$ cat config.mk
export PLATFORM = sky130hd
export DESIGN_NAME = serial_hex_monitor
export DESIGN_NICKNAME = d
export VERILOG_FILES = /design/src/rtl/serial_hex_pkg.sv /design/src/rtl/line_sync.sv /design/src/rtl/frame_rx.sv /design/src/rtl/hex_scan.sv /design/src/rtl/serial_hex_monitor.sv
export SDC_FILE = /design/constraint.sdc
export NUM_CORES = 1
export LEC_CHECK = 0
export ABC_AREA = 0
export ABC_CLOCK_PERIOD_IN_PS = 4300
export CAP_MARGIN = 20
export CORE_MARGIN = 1
export CORE_UTILIZATION = 55
export CTS_BUF_LIST = sky130_fd_sc_hd__clkbuf_16
export DETAILED_ROUTE_END_ITERATION = 8
export GPL_TIMING_DRIVEN = 0
export PLACE_DENSITY = 0.74
export RECOVER_POWER = 25
export SYNTH_ARGS = -nofsm -noshare
export SYNTH_HDL_FRONTEND = slang
export SYNTH_SLANG_ARGS = --single-unit
$ cat constraint.sdc
create_clock -name clk -period 4.3 [get_ports clk]
set_input_delay 0.645 -clock clk [delete_from_list [all_inputs] [get_ports clk]]
set_output_delay 0.645 -clock clk [all_outputs]
set_load 0.02 [all_outputs]
$ cat src/rtl/serial_hex_pkg.sv
// Shared types and the nibble-to-glyph function for the serial hex monitor.
// Assumes a four-slot scan and a seven-segment layout ordered a..g.
package serial_hex_pkg;

    localparam int SLOTS = 4;

    typedef enum logic [1:0] {
        RX_IDLE  = 2'd0,
        RX_START = 2'd1,
        RX_DATA  = 2'd2,
        RX_STOP  = 2'd3
    } rx_state_t;

    // Active-high segment pattern {a,b,c,d,e,f,g} for one hex nibble.
    function automatic logic [6:0] glyph_of(input logic [3:0] nib);
        logic [6:0] g;
        case (nib)
            4'h0: g = 7'b1111110;
            4'h1: g = 7'b0110000;
            4'h2: g = 7'b1101101;
            4'h3: g = 7'b1111001;
            4'h4: g = 7'b0110011;
            4'h5: g = 7'b1011011;
            4'h6: g = 7'b1011111;
            4'h7: g = 7'b1110000;
            4'h8: g = 7'b1111111;
            4'h9: g = 7'b1111011;
            4'hA: g = 7'b1110111;
            4'hB: g = 7'b0011111;
            4'hC: g = 7'b1001110;
            4'hD: g = 7'b0111101;
            4'hE: g = 7'b1001111;
            default: g = 7'b1000111;
        endcase
        return g;
    endfunction

endpackage

$ cat src/rtl/line_sync.sv
// Multi-stage synchronizer for an asynchronous line that idles high.
// Assumes the input changes far more slowly than the clock.
module line_sync #(
    parameter int STAGES = 2
) (
    input  logic clk,
    input  logic rst_n,
    input  logic async_in,
    output logic sync_out
);
    logic [STAGES-1:0] chain;

    // Shift the raw line through the flop chain; reset to idle level.
    always_ff @(posedge clk) begin
        if (!rst_n) chain <= '1;
        else        chain <= {chain[STAGES-2:0], async_in};
    end

    assign sync_out = chain[STAGES-1];
endmodule

$ cat src/rtl/frame_rx.sv
// Receives 8N1-style frames (parameterised data width) from a synchronized line.
// It samples at bit centres and stores the byte only when the stop bit is high.
// Assumes line is already synchronized to clk.
module frame_rx
    import serial_hex_pkg::*;
#(
    parameter int CLKS_PER_BIT = 5208,
    parameter int DATA_BITS    = 8
) (
    input  logic                 clk,
    input  logic                 rst_n,
    input  logic                 line,
    output logic [DATA_BITS-1:0] byte_q
);
    localparam int HALF_BIT = CLKS_PER_BIT / 2;
    localparam int CW       = $clog2(CLKS_PER_BIT);
    localparam int IW       = (DATA_BITS > 1) ? $clog2(DATA_BITS) : 1;

    rx_state_t            state;
    logic [CW-1:0]        cnt;
    logic [IW-1:0]        idx;
    logic [DATA_BITS-1:0] shreg;
    logic                 line_d;
    logic                 fall;

    // Delayed copy of the line, used to find the falling edge.
    always_ff @(posedge clk) begin
        if (!rst_n) line_d <= 1'b1;
        else        line_d <= line;
    end

    assign fall = line_d & ~line;

    // Frame sequencer: start check at half bit, then sampling at bit centres.
    always_ff @(posedge clk) begin
        if (!rst_n) begin
            state  <= RX_IDLE;
            cnt    <= '0;
            idx    <= '0;
            shreg  <= '0;
            byte_q <= '0;
        end else begin
            case (state)
                RX_IDLE: begin
                    cnt <= '0;
                    if (fall) state <= RX_START;
                end
                RX_START: begin
                    if (cnt == CW'(HALF_BIT - 1)) begin
                        cnt   <= '0;
                        idx   <= '0;
                        state <= line ? RX_IDLE : RX_DATA;
                    end else begin
                        cnt <= cnt + 1'b1;
                    end
                end
                RX_DATA: begin
                    if (cnt == CW'(CLKS_PER_BIT - 1)) begin
                        cnt   <= '0;
                        shreg <= {line, shreg[DATA_BITS-1:1]};
                        if (idx == IW'(DATA_BITS - 1)) state <= RX_STOP;
                        else                           idx   <= idx + 1'b1;
                    end else begin
                        cnt <= cnt + 1'b1;
                    end
                end
                default: begin
                    if (cnt == CW'(CLKS_PER_BIT - 1)) begin
                        cnt   <= '0;
                        state <= RX_IDLE;
                        if (line) byte_q <= shreg;
                    end else begin
                        cnt <= cnt + 1'b1;
                    end
                end
            endcase
        end
    end


    byte_hold_chk: assert property (@(posedge clk) disable iff (!rst_n)
        (state != RX_STOP) |=> $stable(byte_q));


    idle_wait_chk: assert property (@(posedge clk) disable iff (!rst_n)
        (state == RX_IDLE && !fall) |=> (state == RX_IDLE));


    start_flow_chk: assert property (@(posedge clk) disable iff (!rst_n)
        (state == RX_IDLE && fall) |=> (state == RX_START && cnt == '0));
endmodule

$ cat src/rtl/hex_scan.sv
// Time-multiplexes a byte onto a four-slot seven-segment display.
// Slot 0 shows the low nibble, slot 1 the high nibble, slots 2-3 stay dark.
// Outputs are active low; bit 0 of the segment bus is the decimal point.
module hex_scan
    import serial_hex_pkg::*;
#(
    parameter int SCAN_DIV = 12500
) (
    input  logic             clk,
    input  logic             rst_n,
    input  logic [7:0]       value,
    output logic [SLOTS-1:0] an_n,
    output logic [7:0]       seg_n
);
    localparam int DW = (SCAN_DIV > 1) ? $clog2(SCAN_DIV) : 1;
    localparam int SW = $clog2(SLOTS);

    logic [DW-1:0] div;
    logic [SW-1:0] slot;
    logic [3:0]    nib;

    // Divider and slot pointer: step the slot every SCAN_DIV clocks.
    always_ff @(posedge clk) begin
        if (!rst_n) begin
            div  <= '0;
            slot <= '0;
        end else if (div == DW'(SCAN_DIV - 1)) begin
            div  <= '0;
            slot <= slot + 1'b1;
        end else begin
            div <= div + 1'b1;
        end
    end

    assign nib = slot[0] ? value[7:4] : value[3:0];

    // Anode and segment drive for the current slot; upper slots blanked.
    always_comb begin
        an_n  = '1;
        seg_n = 8'hFF;
        for (int i = 0; i < 2; i++) begin
            if (slot == SW'(i)) begin
                an_n[i] = 1'b0;
                seg_n   = {~glyph_of(nib), 1'b1};
            end
        end
    end


    upper_dark_chk: assert property (@(posedge clk) disable iff (!rst_n)
        an_n[3:2] == 2'b11);


    one_anode_chk: assert property (@(posedge clk) disable iff (!rst_n)
        $countones(~an_n) <= 1);


    dp_off_chk: assert property (@(posedge clk) disable iff (!rst_n)
        seg_n[0] == 1'b1);


    slot_hold_chk: assert property (@(posedge clk) disable iff (!rst_n)
        (div != DW'(SCAN_DIV - 1)) |=> $stable(slot));


    blank_seg_chk: assert property (@(posedge clk) disable iff (!rst_n)
        (an_n == 4'b1111) |-> (seg_n == 8'hFF));
endmodule

$ cat src/rtl/serial_hex_monitor.sv
// Top level: synchronizes the serial line, receives frames and shows the
// last good byte on a multiplexed hex display. Synchronous active-low reset.
module serial_hex_monitor #(
    parameter int CLKS_PER_BIT = 5208,
    parameter int SCAN_DIV     = 12500,
    parameter int SYNC_STAGES  = 2
) (
    input  logic       clk,
    input  logic       rst_n,
    input  logic       rx_line,
    output logic [3:0] an_n,
    output logic [7:0] seg_n
);
    logic       rx_sync;
    logic [7:0] shown;

    line_sync #(.STAGES(SYNC_STAGES)) u_sync (
        .clk      (clk),
        .rst_n    (rst_n),
        .async_in (rx_line),
        .sync_out (rx_sync)
    );

    frame_rx #(.CLKS_PER_BIT(CLKS_PER_BIT), .DATA_BITS(8)) u_rx (
        .clk    (clk),
        .rst_n  (rst_n),
        .line   (rx_sync),
        .byte_q (shown)
    );

    hex_scan #(.SCAN_DIV(SCAN_DIV)) u_scan (
        .clk   (clk),
        .rst_n (rst_n),
        .value (shown),
        .an_n  (an_n),
        .seg_n (seg_n)
    );
endmodule

==> impl_metrics.yaml <==
global_route:
  use_met2: 0.321
  antenna_found_initial: 0
  use_met3: 0.0366
  grt_first_pass_wirelength_mm: 8.02
  busiest_layer: "met2"
  grt_pass1_vias: 1810
  grtUsageTotal: 0.195
  grt_util_met1: 0.260
  grt_max_degree: 18
  overflow: 0
detailed_routing:
  post-route-drc-count: 3
  wl_mm: 4.53
  ant_nets: 0
  dr.first_iter.drc_count: 105
  firstDrtPassIters: 6
  vias: 1983
  vias_per_cell: 5.54
  wl_per_cell_um: 12.6
floorplanning:
  dieArea_sq_mm: 0.00509
  die_y_um: 71.3
  core-area_sq_mm: 0.00447
  row_count: 24
  start_util: 0.591
  die_w_um: 71.3
  ioPinCount: 15
critical_path:
  cp-start-kind: "register"
  reg2reg_from: "u_rx.cnt[0]"
  r2r_cells: 5
  end_kind: "output port"
  cp_max_fo: 6
  r2r_end: "u_rx.byte_q[1]"
  crit_required_ns: 3.65
  ff2ff_setup_slack_ns: 1.96
  worstSetupPathType: "register to output port"
  worstPathArrival_ns: 2.81
logic_synthesis:
  yosysTopAreaCellShare: 0.402
  synth_warnings: 0
  ys_top_cells_by_count: "dfxtp_1 (53), nand2_1 (32), nor2_1 (32)"
  synth_area_sq_mm: 0.00264
  synth_area_leader_cell: "dfxtp_1"
  synth-seq-cells: 53
  synth_edf_count: 0
  ys_seq_area_frac: 0.402
  yosys.cell_count.top_type: "dfxtp_1"
  postSynth.asyncResetShare: 0
  syn_inst: 285
  avgSynthCellArea_sq_um: 9.27
  synth-main-ff-cell: "dfxtp_1"
  synthTopCellsByArea: "dfxtp_1 (40%), mux2i_1 (8.3%), xnor2_1 (6.0%), ha_1 (5.7%), nand2_1 (4.5%)"
  netlist-cell-type-count: 47
clock_network:
  clock_path_buffers: 2
  insertion_delay_ns: 0.29
  cts_tree: "done"
  htreeDepth: 2
  clk_pin_slew_worst_paths_ns: 0.07
  root_buffer: "clkbuf_16"
  cts_hold_buf: 0
  numCtsBuffers: 5
  postCtsSetupBuffers: 0
  cts_sinks: 53
  postCtsResizedCells: 0
timing:
  rsz0062_at_grt: "no"
  tightestPinTransition_ns: 0.854
  slew_violations: 0
  setup_viol: 0
  relSlewSlack: 0.428
  fin_crit_sh: 0.805
  fmax_mhz: 289
  period_needed_ns: 3.46
  skew_ns: 0.00392
  finalHoldViolations: 0
  fin_tns_setup_ns: 0
  whs_ns: 0.412
cells_and_area:
  fill_cells: 377
  nets: 320
  syn_to_final_growth_pct: 13.2
  diodes: 0
  drive_gt1_frac: 0.0752
  utilization: 0.669
run:
  maxCapViolCount: 0
status:
  violations: "DRC"
  status: "finished with violations"
worst_hold_path:
  worstHoldPathCells: 1
  hold_path.startpoint: "u_sync.chain[0]"
  worstHoldEndpoint: "u_sync.chain[1]"
  hold_path_class: "register to register"
pwr:
  power_density_mw_per_mm2: 345
  p_total_mw: 1.03
  p_leak_nw: 1.11
  peakVddDrop_v: 0.000226
placed_design:
  port_buffers: 11
  dp.final_hpwl_mm: 3.24
  gp_congestion: 0.852
-- critical path: stages (launching register included) --
cell and delay (ns):
dfxtp_1 0.33, buf_2 0.18, mux2_2 0.41, inv_1 0.15, ha_1 0.15, inv_1 0.05
mux4_2 0.46, or2_2 0.28, clkdlybuf4s50_1 0.53
-- cells by family after synthesis --
group / share of synthesized area
muxes: 0.105
AOI/OAI and AO/OA: 0.0653
and+or+nand+nor: 0.242
xor gates and xnor gates: 0.0795
buffers and inverters: 0.0488
other: 0.00142
adders and majority gates: 0.0568
DFF: 0.402
-- state kept, by name (all words and copies together) (netlist names) --
signal and flops:
u_rx.state 2, u_sync.chain 2, u_rx.byte_q 8, u_scan.div 14, u_rx.shreg 8, u_scan.slot 2
u_rx.cnt 13, u_rx.idx 3, u_rx.line_d 1
-- final cells by class --
type | instances | area [sq um] | share of cell area
repair buffers | 11 | 110 | 0.0368
flip-flops and latches | 53 | 1060 | 0.355
clock buffers | 5 | 125 | 0.0418
inverters | 14 | 52.6 | 0.0176
clock inverters | 3 | 68.8 | 0.0230
multi-input cells | 207 | 1430 | 0.479
well taps | 52 | 65.1 | 0.0217
plain buffers | 13 | 76.3 | 0.0255
-- layer usage --
| metal | share of wire | up-vias |
|---|---|---|
| met4 | 0.0093 | 0 |
| met1 | 0.52 | 916 |
| met5 | 0 | - |
| met2 | 0.45 | 32 |
| li1 | - | 1031 |
| met3 | 0.024 | 4 |
-- worst max-delay path by stage --
stage / from / cells after the start / slack, ns / endpoint
2_1_floorplan: u_scan.slot[0] / 4 / 1.66 / seg_n[5]
3_3_place_gp: u_scan.slot[0] / 8 / 1.16 / seg_n[4]
3_5_place_dp: u_scan.slot[0] / 8 / 1.15 / seg_n[4]
4_1_cts: u_scan.slot[0] / 8 / 0.83 / seg_n[4]
5_1_grt: u_scan.slot[0] / 8 / 0.68 / seg_n[4]
6_report: u_scan.slot[0] / 8 / 0.84 / seg_n[4]
-- power breakdown --
group | total (mW) | internal [mW] | leakage, nW | switching [mW]
combinational | 0.0244 | 0.00921 | 0.588 | 0.0152
clock | 0.510 | 0.335 | 0.0944 | 0.175
sequential | 0.499 | 0.495 | 0.428 | 0.00365
total | 1.03 | 0.840 | 1.11 | 0.194
-- cells in the final DEF (no fill, tap or decap), drive strengths merged, types with 3 or more instances in the layout --
master         Yosys  final
nor4bb             3      3
mux2               3      3
a32oi              3      3
dfxtp             53     53
buf                9      9
and3               3      3
o22ai              3      3
nor2b              3      3
xnor2             18     18
mux2i             22     22
nand4              5      5
nor2              33     33
xor2               6      6
nand3             13     13
nand2             32     32
nand2b             3      3
o21ai              3      3
nor3               6      6
ha                12     12
clkdlybuf4s50      0     10
o221ai             3      3
inv               14     15
clkbuf             4      9
conb               1      3
nor4               5      5
nor4b              3      3
-- per-stage QoR --
step,worst slack [ns],area [sq um],std cells
finish,0.840,2990,358
detailed placement,1.15,2830,350
CTS,0.834,3020,358
global route,0.679,2990,358
floorplan,1.66,2650,287
global placement,1.16,2830,350
(Power assumes the default switching activity.)
